<file path="src/rtl/uirq_pkg.sv">
package uirq_pkg;
    localparam int unsigned OFF_IER  = 'h08;
    localparam int unsigned OFF_IDR  = 'h0C;
    localparam int unsigned OFF_MSK  = 'h10;
    localparam int unsigned OFF_STS  = 'h14;
    localparam int unsigned OFF_TRG  = 'h20;
    localparam int unsigned OFF_CHAN = 'h2C;
endpackage

</file>
<file path="src/rtl/uirq_wr_dec.sv">
module uirq_wr_dec
    import uirq_pkg::*;
#(
    parameter int AW = 6
) (
    input  logic          we_i,
    input  logic [AW-1:0] addr_i,
    output logic          ier_we_o,
    output logic          idr_we_o,
    output logic          sts_we_o,
    output logic          trg_we_o
);
    always_comb begin
        ier_we_o = we_i && (addr_i == AW'(OFF_IER));
        idr_we_o = we_i && (addr_i == AW'(OFF_IDR));
        sts_we_o = we_i && (addr_i == AW'(OFF_STS));
        trg_we_o = we_i && (addr_i == AW'(OFF_TRG));
    end
endmodule

</file>
<file path="src/rtl/uirq_rx_trig.sv">
module uirq_rx_trig #(
    parameter int CNT_W      = 7,
    parameter int TRIG_W     = 6,
    parameter int FIFO_DEPTH = 64
) (
    input  logic [CNT_W-1:0]  count_i,
    input  logic [TRIG_W-1:0] level_i,
    output logic              hit_o,
    output logic              empty_o,
    output logic              full_o
);
    always_comb begin
        hit_o   = (level_i != '0) && (32'(count_i) >= 32'(level_i));
        empty_o = (count_i == '0);
        full_o  = (32'(count_i) == 32'(FIFO_DEPTH));
    end
endmodule

</file>
<file path="src/rtl/uirq_rd_mux.sv">
module uirq_rd_mux
    import uirq_pkg::*;
#(
    parameter int AW      = 6,
    parameter int DW      = 32,
    parameter int NUM_EVT = 8,
    parameter int TRIG_W  = 6,
    parameter int CHAN_W  = 5
) (
    input  logic [AW-1:0]      addr_i,
    input  logic [NUM_EVT-1:0] sts_i,
    input  logic [NUM_EVT-1:0] msk_i,
    input  logic [TRIG_W-1:0]  trig_i,
    input  logic [CHAN_W-1:0]  chan_i,
    output logic [DW-1:0]      rdata_o
);
    always_comb begin
        rdata_o = '0;
        case (addr_i)
            AW'(OFF_STS):  rdata_o[NUM_EVT-1:0] = sts_i;
            AW'(OFF_MSK):  rdata_o[NUM_EVT-1:0] = msk_i;
            AW'(OFF_TRG):  rdata_o[TRIG_W-1:0]  = trig_i;
            AW'(OFF_CHAN): rdata_o[CHAN_W-1:0]  = chan_i;
            default:       rdata_o = '0;
        endcase
    end
endmodule

</file>
<file path="src/rtl/uart_irq_regs.sv">
module uart_irq_regs
    import uirq_pkg::*;
#(
    parameter int NUM_EVT    = 8,
    parameter int FIFO_DEPTH = 64,
    parameter int TRIG_W     = 6,
    parameter int LIVE_W     = 2,
    parameter int AW         = 6,
    parameter int DW         = 32,
    localparam int CNT_W     = $clog2(FIFO_DEPTH + 1)
) (
    input  logic               clk_i,
    input  logic               rst_ni,
    input  logic               reg_we_i,
    input  logic [AW-1:0]      reg_addr_i,
    input  logic [DW-1:0]      reg_wdata_i,
    output logic [DW-1:0]      reg_rdata_o,
    input  logic [CNT_W-1:0]   rx_count_i,
    input  logic [NUM_EVT-2:0] evt_i,
    input  logic [LIVE_W-1:0]  live_i,
    output logic               irq_o
);
    localparam int CHAN_W = 3 + LIVE_W;

    typedef struct packed {
        logic [NUM_EVT-1:0] sts;
        logic [NUM_EVT-1:0] msk;
        logic [TRIG_W-1:0]  trig;
    } state_t;

    state_t st_d, st_q;

    logic ier_we, idr_we, sts_we, trg_we;
    logic rx_hit, rx_empty, rx_full;
    logic [NUM_EVT-1:0] clr_vec, set_vec;
    logic [NUM_EVT-1:0] sts_q, msk_q;
    logic [TRIG_W-1:0]  trig_q;
    logic [CHAN_W-1:0]  chan;
    logic [DW-1:0]      unused_wdata;

    assign unused_wdata = reg_wdata_i;
    assign sts_q  = st_q.sts;
    assign msk_q  = st_q.msk;
    assign trig_q = st_q.trig;

    uirq_wr_dec #(.AW(AW)) u_dec (
        .we_i     (reg_we_i),
        .addr_i   (reg_addr_i),
        .ier_we_o (ier_we),
        .idr_we_o (idr_we),
        .sts_we_o (sts_we),
        .trg_we_o (trg_we)
    );

    uirq_rx_trig #(.CNT_W(CNT_W), .TRIG_W(TRIG_W), .FIFO_DEPTH(FIFO_DEPTH)) u_trig (
        .count_i (rx_count_i),
        .level_i (trig_q),
        .hit_o   (rx_hit),
        .empty_o (rx_empty),
        .full_o  (rx_full)
    );

    assign chan = {live_i, rx_hit, rx_full, rx_empty};

    uirq_rd_mux #(
        .AW(AW), .DW(DW), .NUM_EVT(NUM_EVT), .TRIG_W(TRIG_W), .CHAN_W(CHAN_W)
    ) u_rd (
        .addr_i  (reg_addr_i),
        .sts_i   (sts_q),
        .msk_i   (msk_q),
        .trig_i  (trig_q),
        .chan_i  (chan),
        .rdata_o (reg_rdata_o)
    );

    always_comb begin
        st_d    = st_q;
        clr_vec = sts_we ? reg_wdata_i[NUM_EVT-1:0] : '0;
        set_vec = {evt_i, rx_hit};
        if (ier_we) st_d.msk = st_q.msk | reg_wdata_i[NUM_EVT-1:0];
        if (idr_we) st_d.msk = st_q.msk & ~reg_wdata_i[NUM_EVT-1:0];
        if (trg_we) st_d.trig = reg_wdata_i[TRIG_W-1:0];
        st_d.sts = (st_q.sts & ~clr_vec) | set_vec;
        irq_o    = |(st_q.msk & st_q.sts);
    end

    always_ff @(posedge clk_i or negedge rst_ni) begin
        if (!rst_ni) st_q <= '0;
        else         st_q <= st_d;
    end
endmodule

</file>
<file path="config.mk">
export PLATFORM = sky130hd
export DESIGN_NAME = uart_irq_regs
export DESIGN_NICKNAME = d
export VERILOG_FILES = /design/src/rtl/uirq_pkg.sv /design/src/rtl/uirq_wr_dec.sv /design/src/rtl/uirq_rx_trig.sv /design/src/rtl/uirq_rd_mux.sv /design/src/rtl/uart_irq_regs.sv
export SDC_FILE = /design/constraint.sdc
export NUM_CORES = 1
export LEC_CHECK = 0
export CAP_MARGIN = 30
export CORE_UTILIZATION = 40
export CTS_BUF_LIST = sky130_fd_sc_hd__clkbuf_2 sky130_fd_sc_hd__clkbuf_4 sky130_fd_sc_hd__clkbuf_8
export DETAILED_ROUTE_END_ITERATION = 10
export GPL_TIMING_DRIVEN = 0
export PLACE_DENSITY = 0.83
export SLEW_MARGIN = 5
export SYNTH_ARGS = -nofsm -noshare
export SYNTH_HDL_FRONTEND = slang
export SYNTH_HIERARCHICAL = 1
export SYNTH_SLANG_ARGS = --single-unit
</file>
<file path="constraint.sdc">
create_clock -name clk_i -period 2.5 [get_ports clk_i]
set_input_delay 0.375 -clock clk_i [delete_from_list [all_inputs] [get_ports clk_i]]
set_output_delay 0.375 -clock clk_i [all_outputs]
set_load 0.01 [all_outputs]
</file>
==> impl_metrics.csv <==
group,metric,value,unit
outcome,status,"finished clean",
cts,clockBufferDepth,2,
setup_path,path_cells,"clkdlybuf4s50_1, ha_2, o211ai_1, o31a_1, a31oi_1, a221o_1, buf_2",
cts,cts-buffers-inserted,3,
drt,wl,3690,um
cts,cts_root_buffer,"clkbuf_8",
timing,fmaxAchievable,402,MHz
final_layout,drive_gt1_share,25.1,%
drt,via_count,1381,
power_and_ir_drop,switching_share,28.4,%
cts,cts_tree,"built",
floorplanning,start_util,42.6,%
power_and_ir_drop,power,912,uW
timing,hold_violations,0,
grt,grt_max_degree,23,
floorplanning,die_area,4240,um2
yosys,syn_area_per_cell,9.84,um2
setup_path,worstPathArrival,2110,ps
timing,grt_setup_unrepaired,"true",
yosys,yosys.cell_types.count,38,
timing,skew,1.70,ps
placement,portBuffers,41,
setup_path,crit_type,"primary input to output port",
setup_path,r2r_slack,900,ps
timing,worst_pin_slew,539,ps
hold_path,hold_path_class,"primary input to async pin",
final_layout,nFillCells,354,
floorplanning,chipHeight,65.1,um
floorplanning,rows,22,
cts,htree_num_levels,1,
drt,postRouteAntennaNets,0,
setup_path,r2r-end,"sts_q[0]$_DFF_PN0_",
setup_path,crit_fanout,3,
placement,dp_cells,274,
setup_path,r2r-start,"trig_q[1]$_DFFE_PN0P_",
placement,place_hpwl,2800,um
power_and_ir_drop,leakage,1.02,nW
timing,timing.setup.tns,0,ps
power_and_ir_drop,internal-power,653,uW
placement,gp_congestion,0.813,
final_layout,synthToLayoutAreaGrowth,41.1,%
timing,setup_viol,0,
power_and_ir_drop,peakVddDrop,0.306,mV
floorplanning,die_x,65.1,um
power_and_ir_drop,net-switching-power,259,uW
cts,path_clk_slew,70,ps
setup_path,start_kind,"primary input",
grt,grt_usage,18.8,%
timing,drv_slew,0,
grt,grt_pass1_wl,5940,um
timing,max-slew-margin-rel,63.7,%
final_layout,layout.nets,296,
timing,period_share,99.4,%
yosys,synth_top_area_share,34.5,%
yosys,ys_async_sr_fraction,100,%
yosys,ys.flop_type,"dfrtp_1",
setup_path,worstRegToRegCells,6,
drt,post_drt_wl_per_cell,13.2,um
floorplanning,coreArea,3740,um2
job,cap_violations,0,
yosys,ys_top_cells_by_area,"dfrtp_1 (35%), buf_4 (11%), mux2_4 (5.7%), a21oi_1 (5.3%), ha_1 (4.7%)",
drt,drcViolationCount,0,
yosys,ys.warnings.count,6,
drt,viasPerCell,4.95,
final_layout,final_util,60.1,%
yosys,ys_ff_latch,22,
grt,grt_pass1_vias,1278,
setup_path,required,2120,ps
yosys,synth_cells,162,
cts,cts.sinks,22,
setup_path,endpoint_kind,"output port",
grt,antenna_found_initial,0,
drt,dr.pass1.iters,4,
cts,postCtsHoldBufs,0,
timing,post-route-min-period,2480,ps
grt,overflow,0,
floorplanning,io_pins,90,
cts,insertion_delay,260,ps
power_and_ir_drop,clockPowerShare,23.8,%
setup_path,critPathSlowestCell,"clkdlybuf4s50_1",
timing,timing.hold.ws,419,ps
final_layout,num_antenna_cells,0,
power_and_ir_drop,p_comb_share,30.8,%
yosys,synthTopCellsByCount,"buf_4 (24), dfrtp_1 (22), a21oi_1 (17), nand3b_1 (10), nand2_1 (9)",
yosys,yosysSeqAreaShare,34.5,%
yosys,yosysMostFrequentCell,"buf_4",
final_layout,final_cells,279,
power_and_ir_drop,seqPwrFrac,45.4,%
drt,first_iter_violations,53,
yosys,post-synth-top-area-cell,"dfrtp_1",
power_and_ir_drop,p_per_area,405,nW/um2
yosys,synth_edf_count,0,
yosys,syn_area,1590,um2
setup_path,slowest_delay,510,ps
[worst max path at each step]
| stage | start | to | slack, ps | depth (start not counted) |
|---|---|---|---|---|
| after global routing | rx_count_i[3] | reg_rdata_o[2] | -60 | 7 |
| after detailed placement | rx_count_i[0] | reg_rdata_o[2] | -650 | 9 |
| after CTS | rx_count_i[3] | reg_rdata_o[2] | 8 | 7 |
| after floorplan | rx_count_i[0] | reg_rdata_o[2] | 410 | 7 |
| final | rx_count_i[3] | reg_rdata_o[2] | 20 | 7 |
| after global placement | rx_count_i[0] | reg_rdata_o[2] | -620 | 9 |
[metal layers]
metal	global-route usage, %	vias to the layer above	wire length, um
met5	0	-	0
met4	6.52	0	49
met3	3.47	5	232
met2	33.2	52	1860
met1	22.9	632	1550
li1	-	692	-
[placed cells by master, fill, tap and decap left out, types with 6 or more instances in the layout]
cell type / instances
nand2_1: 9
buf_4: 25
a21o_1: 8
conb_1: 24
dlygate4sd2_1: 10
a21oi_1: 17
inv_1: 6
nand3b_1: 10
clkdlybuf4s50_1: 27
dfrtp_1: 22
mux2_4: 6
[worst max-delay path: cells and delay by family]
kind,cells,cell delay (ps)
AOI/OAI and AO/OA,4,840
buffers and inverters,2,640
adders and majority gates,1,250
[cell families after synthesis]
logic type / synth area share (%)
AO/OA/AOI/OAI: 21.5
AND/OR/NAND/NOR: 17.5
buffers and inverters: 15.9
flip-flops: 34.5
multiplexers: 5.65
adder cells (fa/ha/maj): 4.71
other: 0.235
[layout make-up]
cell class | count | area (um2) | share of cell area, %
Multi-Input combinational cell | 125 | 923 | 41.1
Sequential cell | 22 | 551 | 24.5
Timing Repair Buffer | 43 | 419 | 18.6
Buffer | 32 | 231 | 10.3
Tap cell | 48 | 60.1 | 2.67
Clock buffer | 3 | 41.3 | 1.84
Inverter | 6 | 22.5 | 1.00
[power groups by stage]
stage / registers (mW) / clock network (mW) / logic [mW]
6_report: 0.414 / 0.217 / 0.280
5_1_grt: 0.419 / 0.243 / 0.309
4_1_cts: 0.416 / 0.225 / 0.270
3_5_place_dp: 0.423 / 0 / 0.262
3_3_place_gp: 0.421 / 0 / 0.257
2_1_floorplan: 0.413 / 0 / 0.159
[what timing repair did]
item	4_1_cts	5_1_grt
pin swaps	4	0
setup endpoints to repair	8	4
setup buffers	0	1
resized for setup	20	5
[stage by stage]
step | instance area, um2 | setup slack (ps)
floorplan | 1680 | 411
global placement | 2150 | -622
detailed placement | 2150 | -654
CTS | 2210 | 8.02
global route | 2250 | -62.9
finish | 2250 | 15.4
Power figures use the tool's default switching activity.
